===== config.mk =====
export PLATFORM = sky130hd
export DESIGN_NAME = epp_host_port
export DESIGN_NICKNAME = d
export VERILOG_FILES = /design/src/rtl/epp_host_pkg.sv /design/src/rtl/epp_req_gate.sv /design/src/rtl/epp_reg_bank.sv /design/src/rtl/epp_cycle_seq.sv /design/src/rtl/epp_host_port.sv
export SDC_FILE = /design/constraint.sdc
export NUM_CORES = 1
export LEC_CHECK = 0
export ABC_AREA = 0
export CORE_MARGIN = 2
export CORE_UTILIZATION = 28
export DETAILED_ROUTE_END_ITERATION = 6
export PLACE_DENSITY_LB_ADDON = 0.15
export RECOVER_POWER = 25
export SLEW_MARGIN = 20
export SYNTH_ARGS = -nofsm -noshare
export SYNTH_HDL_FRONTEND = slang
export SYNTH_SLANG_ARGS = --single-unit

===== constraint.sdc =====
create_clock -name clk -period 3.6 [get_ports clk]
set_clock_uncertainty 0.15 [all_clocks]
set_input_delay 0.54 -clock clk [delete_from_list [all_inputs] [get_ports clk]]
set_output_delay 0.54 -clock clk [all_outputs]
set_load 0.02 [all_outputs]

===== src/rtl/epp_host_pkg.sv =====
package epp_host_pkg;

  typedef enum logic [1:0] {
    SEQ_IDLE    = 2'd0,
    SEQ_SETUP   = 2'd1,
    SEQ_STROBE  = 2'd2,
    SEQ_RELEASE = 2'd3
  } seq_state_e;

  typedef struct packed {
    logic is_read;
    logic is_addr;
  } cyc_kind_t;

  localparam logic [2:0] MODE_EPP = 3'b100;

endpackage


===== src/rtl/epp_req_gate.sv =====
module epp_req_gate
  import epp_host_pkg::*;
#(
  parameter int ADDR_W   = 3,
  parameter int ADDR_OFS = 3,
  parameter int DATA_OFS = 4
) (
  input  logic              cpu_req,
  input  logic              cpu_we,
  input  logic [ADDR_W-1:0] cpu_addr,
  input  logic [2:0]        mode_sel,
  input  logic              auto_mode,
  input  logic              seq_busy,
  output logic              launch,
  output cyc_kind_t         launch_kind,
  output logic              reg_wr,
  output logic              quick_rd,
  output logic              sel_idx
);

  logic accept;
  logic hit_addr;
  logic hit_data;
  logic hit_any;
  logic epp_on;
  logic wr_allowed;

  always_comb begin
    accept     = cpu_req && !seq_busy;
    hit_addr   = (cpu_addr == ADDR_W'(ADDR_OFS));
    hit_data   = (cpu_addr == ADDR_W'(DATA_OFS));
    hit_any    = hit_addr || hit_data;
    epp_on     = (mode_sel == MODE_EPP);
    wr_allowed = epp_on && !auto_mode;

    sel_idx    = hit_data;
    launch_kind.is_read = !cpu_we;
    launch_kind.is_addr = hit_addr;

    launch   = accept && hit_any && (cpu_we ? wr_allowed : epp_on);
    reg_wr   = accept && hit_any && cpu_we && wr_allowed;
    quick_rd = accept && hit_any && !cpu_we && !epp_on;
  end

endmodule


===== src/rtl/epp_reg_bank.sv =====
module epp_reg_bank #(
  parameter int DW    = 8,
  parameter int NREG  = 2,
  localparam int IDX_W = (NREG > 1) ? $clog2(NREG) : 1
) (
  input  logic             clk,
  input  logic             rst_n,
  input  logic             wr_en,
  input  logic [IDX_W-1:0] wr_idx,
  input  logic [DW-1:0]    wr_data,
  input  logic             cap_en,
  input  logic [IDX_W-1:0] cap_idx,
  input  logic [DW-1:0]    cap_data,
  input  logic [IDX_W-1:0] rd_idx,
  output logic [DW-1:0]    rd_data
);

  logic [DW-1:0] reg_vals [NREG];

  for (genvar g = 0; g < NREG; g++) begin : g_reg
    logic          hit_wr;
    logic          hit_cap;
    logic          en;
    logic [DW-1:0] d;
    logic [DW-1:0] q;

    always_comb begin
      hit_wr  = wr_en  && (wr_idx  == IDX_W'(g));
      hit_cap = cap_en && (cap_idx == IDX_W'(g));
      en      = hit_wr || hit_cap;
      d       = hit_cap ? cap_data : wr_data;
    end

    always_ff @(posedge clk or negedge rst_n) begin
      if (!rst_n) begin
        q <= '0;
      end else if (en) begin
        q <= d;
      end
    end

    assign reg_vals[g] = q;
  end

  assign rd_data = reg_vals[rd_idx];

endmodule


===== src/rtl/epp_cycle_seq.sv =====
module epp_cycle_seq
  import epp_host_pkg::*;
#(
  parameter int TO_W = 8
) (
  input  logic            clk,
  input  logic            rst_n,
  input  logic            launch,
  input  cyc_kind_t       kind_in,
  input  logic [TO_W-1:0] limit,
  input  logic            nwait,
  output logic            busy,
  output logic            nwrite_n,
  output logic            astrb_n,
  output logic            dstrb_n,
  output logic            d_oe,
  output logic            capture,
  output logic            done,
  output logic            abort,
  output cyc_kind_t       kind
);

  seq_state_e      state_q, state_d;
  cyc_kind_t       kind_q, kind_d;
  logic [TO_W-1:0] cnt_q, cnt_d;
  logic            to_en;
  logic            limit_hit;
  logic            strb_low;

  always_comb begin
    to_en     = (limit != '0);
    limit_hit = to_en && (cnt_q == TO_W'(limit - 1'b1));
  end

  always_comb begin
    state_d = state_q;
    kind_d  = kind_q;
    cnt_d   = cnt_q;
    abort   = 1'b0;
    done    = 1'b0;
    case (state_q)
      SEQ_IDLE: begin
        if (launch) begin
          state_d = SEQ_SETUP;
          kind_d  = kind_in;
        end
      end
      SEQ_SETUP: begin
        state_d = SEQ_STROBE;
        cnt_d   = '0;
      end
      SEQ_STROBE: begin
        if (nwait) begin
          state_d = SEQ_RELEASE;
          cnt_d   = '0;
        end else if (limit_hit) begin
          state_d = SEQ_IDLE;
          abort   = 1'b1;
          done    = 1'b1;
        end else begin
          cnt_d = cnt_q + 1'b1;
        end
      end
      SEQ_RELEASE: begin
        if (!nwait) begin
          state_d = SEQ_IDLE;
          done    = 1'b1;
        end else if (limit_hit) begin
          state_d = SEQ_IDLE;
          abort   = 1'b1;
          done    = 1'b1;
        end else begin
          cnt_d = cnt_q + 1'b1;
        end
      end
      default: state_d = SEQ_IDLE;
    endcase
  end

  always_ff @(posedge clk or negedge rst_n) begin
    if (!rst_n) begin
      state_q <= SEQ_IDLE;
      kind_q  <= '0;
      cnt_q   <= '0;
    end else begin
      state_q <= state_d;
      kind_q  <= kind_d;
      cnt_q   <= cnt_d;
    end
  end

  always_comb begin
    busy     = (state_q != SEQ_IDLE);
    nwrite_n = !(busy && !kind_q.is_read);
    d_oe     = busy && !kind_q.is_read;
    astrb_n  = !((state_q == SEQ_STROBE) && kind_q.is_addr);
    dstrb_n  = !((state_q == SEQ_STROBE) && !kind_q.is_addr);
    capture  = (state_q == SEQ_STROBE) && nwait && kind_q.is_read;
    kind     = kind_q;
    strb_low = !astrb_n || !dstrb_n;
  end

  AST_STRB_HOLD: assert property (@(posedge clk) disable iff (!rst_n)
    (strb_low && !nwait && (limit == '0)) |=> strb_low);
  AST_STRB_DROP: assert property (@(posedge clk) disable iff (!rst_n)
    (strb_low && nwait) |=> !strb_low);
  AST_SETUP_FIRST: assert property (@(posedge clk) disable iff (!rst_n)
    $rose(strb_low) |-> $past(busy));
  AST_ONE_STRB: assert property (@(posedge clk) disable iff (!rst_n)
    $onehot0({!astrb_n, !dstrb_n}));
  AST_READ_NO_DRIVE: assert property (@(posedge clk) disable iff (!rst_n)
    nwrite_n |-> !d_oe);
  AST_ABORT_IDLE: assert property (@(posedge clk) disable iff (!rst_n)
    abort |=> (!strb_low && nwrite_n));

endmodule


===== src/rtl/epp_host_port.sv =====
module epp_host_port
  import epp_host_pkg::*;
#(
  parameter int DW       = 8,
  parameter int ADDR_W   = 3,
  parameter int TO_W     = 8,
  parameter int ADDR_OFS = 3,
  parameter int DATA_OFS = 4
) (
  input  logic              clk,
  input  logic              rst_n,
  input  logic              cpu_req,
  input  logic              cpu_we,
  input  logic [ADDR_W-1:0] cpu_addr,
  input  logic [DW-1:0]     cpu_wdata,
  output logic              cpu_ready,
  output logic              cpu_rvalid,
  output logic [DW-1:0]     cpu_rdata,
  input  logic [2:0]        mode_sel,
  input  logic              auto_mode,
  input  logic [TO_W-1:0]   timeout_limit,
  output logic              timeout_flag,
  output logic              pp_nwrite,
  output logic              pp_nastrb,
  output logic              pp_ndstrb,
  input  logic              pp_nwait,
  output logic [DW-1:0]     pp_dout,
  output logic              pp_doe,
  input  logic [DW-1:0]     pp_din
);

  localparam int NREG = 2;

  logic      seq_busy;
  logic      launch;
  cyc_kind_t launch_kind;
  cyc_kind_t cur_kind;
  logic      reg_wr;
  logic      quick_rd;
  logic      sel_idx;
  logic      capture;
  logic      done;
  logic      abort;
  logic      rd_idx;
  logic [DW-1:0] bank_rd;
  logic [DW-1:0] bank_addr_q;

  logic          rvalid_q, rvalid_d;
  logic [DW-1:0] rdata_q;
  logic          rdata_en;
  logic          to_q, to_d;
  logic [DW-1:0] dout_q;
  logic          dout_en;

  epp_req_gate #(
    .ADDR_W  (ADDR_W),
    .ADDR_OFS(ADDR_OFS),
    .DATA_OFS(DATA_OFS)
  ) u_gate (
    .cpu_req    (cpu_req),
    .cpu_we     (cpu_we),
    .cpu_addr   (cpu_addr),
    .mode_sel   (mode_sel),
    .auto_mode  (auto_mode),
    .seq_busy   (seq_busy),
    .launch     (launch),
    .launch_kind(launch_kind),
    .reg_wr     (reg_wr),
    .quick_rd   (quick_rd),
    .sel_idx    (sel_idx)
  );

  epp_cycle_seq #(
    .TO_W(TO_W)
  ) u_seq (
    .clk     (clk),
    .rst_n   (rst_n),
    .launch  (launch),
    .kind_in (launch_kind),
    .limit   (timeout_limit),
    .nwait   (pp_nwait),
    .busy    (seq_busy),
    .nwrite_n(pp_nwrite),
    .astrb_n (pp_nastrb),
    .dstrb_n (pp_ndstrb),
    .d_oe    (pp_doe),
    .capture (capture),
    .done    (done),
    .abort   (abort),
    .kind    (cur_kind)
  );

  always_comb rd_idx = quick_rd ? sel_idx : !cur_kind.is_addr;

  epp_reg_bank #(
    .DW  (DW),
    .NREG(NREG)
  ) u_bank (
    .clk     (clk),
    .rst_n   (rst_n),
    .wr_en   (reg_wr),
    .wr_idx  (sel_idx),
    .wr_data (cpu_wdata),
    .cap_en  (capture),
    .cap_idx (!cur_kind.is_addr),
    .cap_data(pp_din),
    .rd_idx  (rd_idx),
    .rd_data (bank_rd)
  );

  assign bank_addr_q = bank_rd;

  always_comb begin
    rvalid_d = quick_rd || (done && cur_kind.is_read);
    rdata_en = rvalid_d;
    to_d     = to_q || abort;
    dout_en  = reg_wr;
  end

  always_ff @(posedge clk or negedge rst_n) begin
    if (!rst_n) begin
      rvalid_q <= 1'b0;
      to_q     <= 1'b0;
    end else begin
      rvalid_q <= rvalid_d;
      to_q     <= to_d;
    end
  end

  always_ff @(posedge clk or negedge rst_n) begin
    if (!rst_n) begin
      rdata_q <= '0;
    end else if (rdata_en) begin
      rdata_q <= bank_addr_q;
    end
  end

  always_ff @(posedge clk or negedge rst_n) begin
    if (!rst_n) begin
      dout_q <= '0;
    end else if (dout_en) begin
      dout_q <= cpu_wdata;
    end
  end

  assign cpu_ready    = !seq_busy;
  assign cpu_rvalid   = rvalid_q;
  assign cpu_rdata    = rdata_q;
  assign timeout_flag = to_q;
  assign pp_dout      = dout_q;

  AST_TIMEOUT_STICKY: assert property (@(posedge clk) disable iff (!rst_n)
    timeout_flag |=> timeout_flag);
  AST_IGNORED_WRITE: assert property (@(posedge clk) disable iff (!rst_n)
    (cpu_req && cpu_ready && cpu_we && (auto_mode || mode_sel != MODE_EPP))
      |=> cpu_ready);
  AST_QUICK_READ: assert property (@(posedge clk) disable iff (!rst_n)
    (cpu_req && cpu_ready && !cpu_we && (mode_sel != MODE_EPP) &&
     ((cpu_addr == ADDR_W'(ADDR_OFS)) || (cpu_addr == ADDR_W'(DATA_OFS))))
      |=> (cpu_rvalid && cpu_ready));
  AST_BUSY_NO_RVALID: assert property (@(posedge clk) disable iff (!rst_n)
    (!cpu_ready && $past(!cpu_ready) && $past(pp_nastrb && pp_ndstrb && !done, 1))
      |-> !cpu_rvalid || $past(done, 1));

endmodule


== Yosys cells after proc, flatten, opt, wreduce, memory -nomap -nowiden ==
Cells that the tools add are included.

* Register bits: 46
* Output and inout port bits: 23
* Word-level logic and storage cells: 85

* $add $sub $neg: 2
* $lt $le $gt $ge: 1
* Equality and inequality tests: 9
* Muxes and demuxes: 22
* Bitwise logic cells: 2
* Reductions and logical operators: 39

{| class="wikitable"
|+ Operators with widths
! kind !! number
|-
| $mux W8 || 8
|-
| $pmux W8 S3 || 1
|-
| $logic_and A1 B1 Y1 || 19
|-
| $logic_not A1 Y1 || 9
|-
| $add A8 B1 Y8 const B || 1
|-
| $eq A8 B8 Y1 || 1
|-
| $mux W2 || 4
|-
| $pmux W2 S4 || 1
|-
| $reduce_bool A8 Y1 || 1
|-
| $sub A8 B1 Y8 const B || 1
|-
| $eq A3 B3 Y1 const B || 2
|-
| $mux W1 || 6
|-
| $logic_or A1 B1 Y1 || 5
|-
| $eq A2 B2 Y1 const B || 2
|-
| $ne A2 B2 Y1 const B || 2
|-
| $pmux W1 S2 || 2
|-
| $reduce_and A2 Y1 || 2
|-
| $eq A3 B2 Y1 const B || 1
|-
| $reduce_bool A3 Y1 || 1
|-
| $eq A2 B1 Y1 const B || 1
|-
| $ge A2 B2 Y1 const B || 1
|-
| $logic_not A2 Y1 || 1
|-
| $not A1 Y2 || 1
|-
| $reduce_bool A2 Y1 || 1
|-
| $not A1 Y1 || 1
|}

== Logic depth before layout (Yosys ltp) ==
Gate-level depths: netlist (run 1).

* Depth in word-level cells: 11
* Gate-level depth with buffers: 11
* Depth with buffers taken out: 9

== Cells and area by module ==
From an unflattened synthesis (run 1), not the netlist that was laid out.

* Cells, all modules: 260
* Area, all modules: 2675.1 µm²

{| class="wikitable"
|+ By module, submodules not included
! module !! times used !! cells an instance !! area an instance (µm²) !! seq. area each (µm²)
|-
| epp_cycle_seq || 1 || 125 || 1044.8 || 300.3
|-
| epp_reg_bank || 1 || 82 || 862.1 || 400.4
|-
| epp_host_port || 1 || 41 || 680.7 || 450.4
|-
| epp_req_gate || 1 || 12 || 87.6 || 0.0
|}

== Worst setup path before layout (run 1) ==
OpenSTA, ideal clock, no wires.

* Path type: register to register
* Start: register u_seq.state_q[0]
* End: register rdata_q[0] (netlist: cpu_rdata[0])
* Library setup time: 125 ps
* Arrival: 2472 ps
* Data required time: 3325 ps
* Slack: 853 ps
* Stages on the path, launching flop included: 9
* Buffers on the path: 1
* Cell sequence: dfrtp_1 -> buf_6 -> nor2_1 -> o211ai_1 -> nor3_1 -> nand2_1 -> o21ai_1 -> mux2_2 -> mux2_4

* Word-level cells in the longest chain between the ends: 11

{| class="wikitable"
|+ RTL lines
! element !! line !! source
|-
| from (decl) || epp_cycle_seq.sv:23 || <nowiki>seq_state_e state_q, state_d;</nowiki>
|-
| from (signal assigned) || epp_cycle_seq.sv:86 || <nowiki>state_q <= state_d;</nowiki>
|-
| $reduce_bool A2 Y1 * || epp_cycle_seq.sv:93 || <nowiki>busy = (state_q != SEQ_IDLE);</nowiki>
|-
| $logic_not A1 Y1 * || -- ||
|-
| via cpu_ready || epp_host_port.sv:16 || <nowiki>output logic cpu_ready,</nowiki>
|-
| $logic_and A1 B1 Y1 * || epp_req_gate.sv:29 || <nowiki>accept = cpu_req && !seq_busy;</nowiki>
|-
| $logic_and A1 B1 Y1 * (3 in series) || epp_req_gate.sv:42 || <nowiki>quick_rd = accept && hit_any && !cpu_we && !epp_on;</nowiki>
|-
| $mux W1 || epp_host_port.sv:93 || <nowiki>always_comb rd_idx = quick_rd ? sel_idx : !cur_kind.is_addr;</nowiki>
|-
| $not A1 Y2 (not written as such) || epp_reg_bank.sv:45 || <nowiki>assign rd_data = reg_vals[rd_idx];</nowiki>
|-
| $mux W8 (not written as such) (3 in series) || epp_reg_bank.sv:45 ||
|-
| to (signal assigned) || epp_host_port.sv:134 || <nowiki>rdata_q <= bank_addr_q;</nowiki>
|-
| to (decl) || epp_host_port.sv:49 || <nowiki>logic [DW-1:0] rdata_q;</nowiki>
|}

The timed path passes the listed nets; every way through them passes the cells marked *. The select of a mux whose other input is x is not followed.
A chain may end at the register's enable or synchronous reset.

== Worst setup path in the final report (run 1) ==
* Start: input port timeout_limit[0]
* End: register rdata_q[6] (netlist: cpu_rdata[6])

* Word-level cells in the longest chain between the ends: 8

{| class="wikitable"
|+ RTL lines
! element !! line !! source
|-
| from (decl) || epp_host_port.sv:21 || <nowiki>input logic [TO_W-1:0] timeout_limit,</nowiki>
|-
| $sub A8 B1 Y8 || epp_cycle_seq.sv:32 || <nowiki>limit_hit = to_en && (cnt_q == TO_W'(limit - 1'b1));</nowiki>
|-
| $eq A8 B8 Y1 || epp_cycle_seq.sv:32 ||
|-
| $logic_and A1 B1 Y1 * || epp_cycle_seq.sv:32 ||
|-
| $mux W1 * || epp_cycle_seq.sv:56, epp_cycle_seq.sv:68 ||
|-
| $mux W1 (on tied branches) || epp_cycle_seq.sv:65, epp_cycle_seq.sv:53 ||
|-
| $pmux W1 S2 * || epp_cycle_seq.sv:41 || <nowiki>case (state_q)</nowiki>
|-
| $logic_and A1 B1 Y1 * || epp_host_port.sv:114 || <nowiki>rvalid_d = quick_rd || (done && cur_kind.is_read);</nowiki>
|-
| $logic_or A1 B1 Y1 * || epp_host_port.sv:114 ||
|}

Every way passes the cells marked *; elsewhere a longest branch is shown, timed or not.

==> flow_metrics.tcl, run 1 <==
set metrics [dict create \
    track_usage_pct 13.0 \
    post_cts_buffers 0 \
    peakVddDrop_v 0.000169 \
    ctsResizeCount 0 \
    slowest_delay_ps 470 \
    cts_root_buffer "clkbuf_8" \
    io_pins 59 \
    fp-row-count 35 \
    cts_tree "built" \
    maxSlewViolCount 47 \
    outcome "finished, violations left" \
    routed_wl_mm 6.25 \
    synth_seq_cells 46 \
    synthCells 245 \
    hold_depth 1 \
    slew_headroom_pct -68.8 \
    cts.sinks 46 \
    drive_above_1_share_pct 17.2 \
    grt_max_degree 47 \
    fin_area_sq_um 3440 \
    ys.flop_type "dfrtp_1" \
    final_cell_mix "clkdlybuf4s50_1, dfrtp_1, nor2_1, a21oi_1, mux2i_1" \
    min_period_ps 3190 \
    die_w_um 101 \
    grt_pass1_wl_mm 10.3 \
    place_area_sq_um 3330 \
    layout_commonest_cell "clkdlybuf4s50_1" \
    first_pass_iters 4 \
    design.die.area_sq_um 10200 \
    synth_adder_area_share_pct 1.34 \
    hold_viol 0 \
    synth_top_family_by_area "multiplexers" \
    antenna_found_initial 0 \
    path_max_fanout 9 \
    rsz0062_at_grt "false" \
    muxShareOfSynthArea_pct 19.6 \
    async_reset_ff_share_pct 100 \
    synth_edf_count 0 \
    synth_compound_area_share_pct 12.6 \
    drc_errors 0 \
    initial_core_util_pct 28.6 \
    layout.cells.non_filler 419 \
    path_cells "clkdlybuf4s50_1, inv_1, ha_1, nor3b_1, and4b_2, a21oi_2, a211oi_2, and2_1, o31a_1, buf_12, mux2_4" \
    crit_slowest_cell "clkdlybuf4s50_1" \
    port-buffer-count 58 \
    syn-num-nets 283 \
    worstSkewPairLatency_ps 300 \
    grt_pass1_vias 1945 \
    syn_area_sq_um 2620 \
    ant_nets 0 \
    yosysSeqAreaShare_pct 43.9 \
    holdBufCountCts 0 \
    synthSimpleGateAreaFrac_pct 14.2 \
    wl_per_cell_um 14.9 \
    cp-start-kind "input pin" \
    gp_congestion 0.731 \
    drv_cap 1 \
    syn_to_final_growth_pct 31.3 \
    post-route-period-util_pct 88.5 \
    yosysTopAreaCell "dfrtp_1" \
    numCtsBuffers 5 \
    hp-class "reg2reg" \
    dpl.cell_count 411 \
    yosys-top-cells-area "dfrtp_1, mux2_2, mux2i_1, mux2_4, a21oi_1" \
    dr_total_vias 2008 \
    p_per_area_nw_per_um2 482 \
    dp_hpwl_mm 4.55 \
    overflow 0 \
    path_class "in2reg" \
    rr_worst_depth 8 \
    die_y_um 101 \
    diodes 0 \
    tns_ps 0 \
    cellLeakagePower_nw 1.52 \
    drtIter0Drc 108 \
    cp.arrival_ps 3240 \
    ys_types 50 \
    clock_path_buffers 2 \
    avgSynthCellArea_sq_um 10.7 \
    max_slew.worst_pin.slew_ps 2530 \
    finalSetupViolCount 0 \
    ctsHtreeMaxLevel 2 \
    yosysTopAreaCellShare_pct 43.9 \
    crit_path_end_kind "flop" \
    clk_pin_slew_ps 100 \
    avgViaCountPerCell 4.79 \
    design.core.area_sq_um 9150 \
    synth-xor-area-share_pct 4.34 \
    ys_warn_count 0 \
    fmax_mhz 314 \
    nNetsFinal 345 \
    crit_required_ps 3650 \
    violations "max-capacitance violations, max-slew violations" \
]
kinds of logic after synthesis:
logic type,Yosys count
adder cells (fa/ha/maj),3
AO/OA/AOI/OAI,47
flip-flops,46
multiplexers,45
buffers and inverters,18
XOR/XNOR,13
AND/OR/NAND/NOR,73
worst paths after layout:
check                                 start              endpoint  slack [ps]
max in group asynchronous             rst_n  u_bank.g_reg[1].q[3]        1010
min reg2reg                    timeout_flag          timeout_flag         340
max                        timeout_limit[0]          cpu_rdata[6]         410
min                            timeout_flag          timeout_flag         340
max reg2reg                u_seq.state_q[1]  u_bank.g_reg[0].q[1]         910
min in group asynchronous             rst_n        u_seq.cnt_q[2]         850
final cells by class:
cell class              instances  area [sq um]
inverters                       7          26.3
clock inverters                 3          43.8
clock buffers                   5          68.8
fillers                       927          5710
flip-flops and latches         46          1150
well taps                     111           139
multi-input cells             181          1370
repair buffers                 66           647
power by group:
part | switching, W | internal (W)
Sequential | 0.0000949 | 0.000613
Clock | 0.000191 | 0.000208
Combinational | 0.000264 | 0.000286
Total | 0.000551 | 0.00111
critical path: cells and delay by family:
family / cells / cell delay [ps]
AO/OA/AOI/OAI: 3 / 590
adder cells (fa/ha/maj): 1 / 230
AND/OR/NAND/NOR: 3 / 880
multiplexers: 1 / 290
buffers and inverters: 3 / 710
metrics by stage:
stage	power [W]	hold slack, ps	util (%)	worst slack (ps)
after global routing	0.00177	361	37.6	195
after detailed placement	0.00127	335	36.4	94.0
after CTS	0.00168	306	37.6	418
after global placement	0.00127	342	36.4	169
after floorplan	0.00105	94.4	-	853
final	0.00166	342	37.6	413
synth_stat cells (3+ instances only):
master / count
mux2i_1: 19
nand2_1: 13
inv_1: 7
nor2_1: 25
dfrtp_1: 46
mux2_4: 8
mux2_2: 18
xor2_1: 3
nand3_1: 5
nand4_1: 5
o211ai_1: 3
clkbuf_1: 3
nor3b_1: 3
buf_4: 4
nor3_1: 3
and2_1: 3
nand2b_1: 3
xnor2_1: 10
o21ai_0: 5
a21oi_1: 20
buf_6: 3
flip-flops by register name, summed over array words and instances (netlist names):
signal	flops
timeout_flag	1
cpu_rvalid	1
u_seq.state_q	2
cpu_rdata	8
pp_dout	8
u_seq.cnt_q	8
u_bank.g.q	16
u_seq.kind	2
per-layer routing:
layer / routed length (um) / part of all wire, % / vias up / global-route usage (%)
met5: 0 / 0 / - / 0
met4: 106 / 1.7 / 0 / 5.06
met3: 286 / 4.6 / 7 / 2.50
met2: 2720 / 43 / 54 / 18.7
met1: 3140 / 50 / 947 / 19.0
li1: - / - / 1000 / -
Power figures use the tool's default switching activity.
==> run 2, diff against run 1 <==
Clock period 3.6 ns to 3.2 ns, I/O delays scaled along.
==> run 2 against run 1 <==
  * The flow now finishes without violations
  * Hold slack worse by 83 ps
  * Sequential cell count stayed put
  * Design area increased by 1.8%
  * Routed wire length is 0.86% lower
  * Setup slack worse by 110 ps
  * Combinational power up 14%
  * Clock power fell by 11%
  * First-iteration DRC count fell by 58%
  * Register-to-register slack got worse by 150 ps
  * Die area is the same
  * Critical path depth unchanged
  * Sequential power up 13%
==> flow_metrics.tcl, run 2 (synthesis results as in run 1) <==
set metrics [dict create \
    routed_wl_mm 6.19 \
    cts_tree "built" \
    cts.sinks 46 \
    crit_path_end_kind "flop" \
    grt_max_degree 47 \
    reg2reg_from "u_seq.cnt_q[6]" \
    first_pass_iters 4 \
    diodes 0 \
    r2r-end "cpu_rdata[4]" \
    port-buffer-count 58 \
    cellLeakagePower_nw 1.57 \
    final_cell_mix "clkdlybuf4s50_1, dfrtp_1, nor2_1, a21oi_1, mux2i_1" \
    largest_register_ff_count 16 \
    ctsResizeCount 0 \
    post_cts_buffers 0 \
    clk_pin_slew_ps 90 \
    drtIter0Drc 45 \
    dr_total_vias 2059 \
    gp_congestion 0.781 \
    io_pins 59 \
    path_cells "clkdlybuf4s50_1, inv_1, ha_1, nor3b_1, o2111a_1, a21oi_2, a211oi_2, and2_1, o31a_1, buf_12, mux2_4" \
    die_y_um 101 \
    outcome "complete, no violations" \
    top_register "u_bank.g.q" \
    r2r_slack_ps 760 \
    grt_pass1_wl_mm 10.3 \
    max_slew.worst_pin.slew_ps 1180 \
    slew_headroom_pct 21.3 \
    finalSetupViolCount 0 \
    tns_ps 0 \
    drv_cap 0 \
    ctsHtreeMaxLevel 2 \
    fmax_mhz 345 \
    grt_pass1_vias 2016 \
    drive_above_1_share_pct 20.4 \
    peakVddDrop_v 0.000217 \
    path_class "in2reg" \
    antenna_found_initial 0 \
    crit_slowest_cell "clkdlybuf4s50_1" \
    finalPower_w 0.00178 \
    clock_path_buffers 2 \
    wl_per_cell_um 14.4 \
    fp-row-count 35 \
    cp-start-kind "input pin" \
    slowest_delay_ps 470 \
    drc_errors 0 \
    cts_root_buffer "clkbuf_8" \
    path_max_fanout 9 \
    initial_core_util_pct 28.6 \
    design.core.area_sq_um 9150 \
    ant_nets 0 \
    post-route-period-util_pct 90.6 \
    maxSlewViolCount 0 \
    die_w_um 101 \
    hold_viol 0 \
    worstSkewPairLatency_ps 290 \
    cp.arrival_ps 2940 \
    layout_commonest_cell "clkdlybuf4s50_1" \
    dp_hpwl_mm 4.60 \
    design.die.area_sq_um 10200 \
    nNetsFinal 356 \
    rr_worst_depth 8 \
    crit_required_ps 3230 \
    rsz0062_at_grt "false" \
    holdBufCountCts 0 \
    overflow 0 \
    hp-class "in2async" \
    avgViaCountPerCell 4.79 \
    min_period_ps 2900 \
    syn_to_final_growth_pct 33.6 \
    track_usage_pct 12.9 \
    p_per_area_nw_per_um2 510 \
    numCtsBuffers 5 \
]
## run 2: worst max-delay path by stage
| stage | start | end | slack (ps) | cells after the start |
|---|---|---|---|---|
| 3_3_place_gp | timeout_limit[0] | cpu_rdata[6] | 80 | 11 |
| 4_1_cts | timeout_limit[0] | cpu_rdata[2] | 320 | 11 |
| 3_5_place_dp | timeout_limit[0] | cpu_rdata[3] | 5 | 11 |
| 2_1_floorplan | u_seq.state_q[0] | cpu_rdata[0] | 450 | 8 |
| 5_1_grt | timeout_limit[0] | cpu_rdata[2] | 140 | 11 |
| 6_report | timeout_limit[0] | cpu_rdata[4] | 300 | 11 |
## run 2: final cells by class
cell class / instances / area, sq um
Clock inverter: 3 / 21.3
Sequential cell: 46 / 1150
Timing Repair Buffer: 77 / 731
Clock buffer: 5 / 68.8
Multi-Input combinational cell: 181 / 1370
Tap cell: 111 / 139
Fill cell: 904 / 5650
Inverter: 7 / 26.3
## run 2: stage by stage
stage	hold WS, ps	instances	cell area (sq um)	utilization (%)	setup slack, ps
floorplan	34.4	245	2620	-	453
global placement	329	422	3410	37.3	80.1
detailed placement	330	422	3410	37.3	5.36
global route	361	430	3500	38.3	143
CTS	269	430	3500	38.3	316
finish	259	430	3500	38.3	299
## run 2: critical path, delay by kind of cell
kind,cells,cell delay (ps)
fa+ha+maj,1,200
buf+inv,3,720
mux,1,300
compound gates,4,790
simple gates,2,460
## run 2: per-layer routing
metal	track usage, %	wire [um]	vias to the layer above
met1	19.4	3180	973
met3	2.22	282	4
met2	18.8	2660	52
met5	0	0	-
li1	-	-	1030
met4	3.58	68	0
## run 2: power breakdown
group	switching [W]	total (W)	internal [W]	leakage, nW
logic	0.000298	0.000630	0.000332	0.901
clock network	0.000202	0.000355	0.000154	0.0441
registers	0.000110	0.000799	0.000689	0.623
total	0.000609	0.00178	0.00117	1.57
==> run 3, diff against run 2 <==
--- a/config.mk
+++ b/config.mk
@@ -10,6 +10,8 @@
 export CORE_UTILIZATION = 28
 export DETAILED_ROUTE_END_ITERATION = 6
+export GPL_TIMING_DRIVEN = 0
 export PLACE_DENSITY_LB_ADDON = 0.15
 export RECOVER_POWER = 25
+export SKIP_CTS_REPAIR_TIMING = 1
 export SLEW_MARGIN = 20
 export SYNTH_ARGS = -nofsm -noshare
--- a/constraint.sdc
+++ b/constraint.sdc
@@ -3,3 +3,3 @@
 set_input_delay 0.48 -clock clk [delete_from_list [all_inputs] [get_ports clk]]
 set_output_delay 0.48 -clock clk [all_outputs]
-set_load 0.02 [all_outputs]
+set_load 0.01 [all_outputs]
==> run 3 against run 2 <==
  * Final cell count decreased by 1.4%
  * Total power decreased by 2.0%
  * Sequential cell count unchanged
  * Critical path depth decreased by 1
  * Die area unchanged
  * Combinational power increased by 0.8%
  * Hold slack improved by 70 ps
  * Utilization decreased by 0.57 points
  * Design area decreased by 1.5%
  * First-iteration DRC count increased by 47%
==> flow_metrics.tcl, run 3 (synthesis results as in run 1) <==
set metrics [dict create \
    ctsHtreeMaxLevel 2 \
    wl_per_cell_um 14.6 \
    min_period_ps 3040 \
    post-route-util_pct 37.7 \
    place_ws_ps -553 \
    cp.arrival_ps 3080 \
    design.die.area_sq_um 10200 \
    nNetsFinal 350 \
    final_cell_mix "clkdlybuf4s50_1, dfrtp_1, nor2_1, a21oi_1, mux2i_1" \
    gp_congestion 0.768 \
    numCtsBuffers 5 \
    dr_total_vias 2019 \
    peakVddDrop_v 0.000153 \
    cts_root_buffer "clkbuf_8" \
    n_fill_cell 924 \
    clk_pin_slew_ps 80 \
    drtIter0Drc 66 \
    routed.top_layer "met4" \
    place_area_sq_um 3360 \
    initial_core_util_pct 28.6 \
    multi_input_area_sq_um 1380 \
    die_y_um 101 \
    diodes 0 \
    layout_commonest_cell "clkdlybuf4s50_1" \
    crit_required_ps 3240 \
    setup_slack_ps 161 \
    drive_above_1_share_pct 17.6 \
    drc_errors 0 \
    antenna_found_initial 0 \
    wl_met3_um 288 \
    outcome "complete, no violations" \
    slew_headroom_pct 30.1 \
    io_pins 59 \
    hp-class "reg2reg" \
    path_class "in2reg" \
    design.core.area_sq_um 9150 \
    post-route-period-util_pct 95.0 \
    hold_viol 0 \
    fmax_mhz 329 \
    maxSlewViolCount 0 \
    syn_to_final_growth_pct 31.6 \
    regArea_sq_um 1150 \
    cp-start-kind "input pin" \
    cts.sinks 46 \
    port-buffer-count 58 \
    dr_wl_met2_mm 2.67 \
    track_usage_pct 12.8 \
    drv_cap 0 \
    path_max_fanout 9 \
    first_pass_iters 4 \
    r2r_slack_ps 270 \
    cts_tree "built" \
    grt_pass1_vias 1965 \
    routed_wl_mm 6.19 \
    worstSkewPairLatency_ps 300 \
    whs_ps 328 \
    ant_nets 0 \
    crit_path_end_kind "flop" \
    rsz0062_at_grt "false" \
    cellLeakagePower_nw 1.52 \
    die_w_um 101 \
    max_slew.worst_pin.slew_ps 1050 \
    top_register "u_bank.g.q" \
    wl_met1_mm 3.13 \
    dp_hpwl_mm 4.68 \
    finalSetupViolCount 0 \
    fp-row-count 35 \
    avgViaCountPerCell 4.76 \
    p_per_area_nw_per_um2 507 \
    grt_max_degree 29 \
    clock_path_buffers 2 \
    largest_register_ff_count 16 \
    overflow 0 \
    grt_pass1_wl_mm 10.2 \
    fin_area_sq_um 3450 \
]
run 3: critical path, stage by stage:
cell             delay [ps]
clkdlybuf4s50_1         520
nor3_1                  400
xnor2_1                 110
a21o_1                  180
o21ai_0                 370
and2_1                  220
buf_6                   130
o31a_1                  180
buf_6                   180
mux2_4                  310
run 3: per-stage QoR:
stage / setup TNS [ps] / total power [W] / instances
floorplan: 0 / 0.00114 / 245
global placement: -6060 / 0.00140 / 414
detailed placement: -6890 / 0.00141 / 415
CTS: -1940 / 0.00177 / 423
global route: 0 / 0.00186 / 424
finish: 0 / 0.00175 / 424
run 3: power breakdown:
group | leakage (nW) | internal [W] | switching (W)
clock | 0.0452 | 0.000154 | 0.000200
combinational | 0.856 | 0.000331 | 0.000304
sequential | 0.623 | 0.000690 | 0.0000703
run 3: final timing paths:
check                                  from          endpoint  depth (start not counted)
max                        timeout_limit[2]      cpu_rdata[5]                         10
min                            timeout_flag      timeout_flag                          1
max reg2reg                u_seq.state_q[0]      cpu_rdata[3]                          8
min reg2reg                    timeout_flag      timeout_flag                          1
max in group asynchronous             rst_n  u_seq.state_q[0]                          3
min in group asynchronous             rst_n    u_seq.cnt_q[0]                          2
run 3: area by class of cell:
type | instances | share of cell area [%]
clock inverters | 2 | 0.399
inverters | 7 | 0.762
multi-input cells | 181 | 40.0
clock buffers | 6 | 2.10
well taps | 111 | 4.03
plain buffers | 11 | 2.29
repair buffers | 60 | 17.1
flip-flops and latches | 46 | 33.4
run 3: layer usage:
metal	up-vias	track usage, %
li1	1016	-
met1	950	18.5
met2	46	18.6
met3	7	2.15
met4	0	5.69
met5	-	0
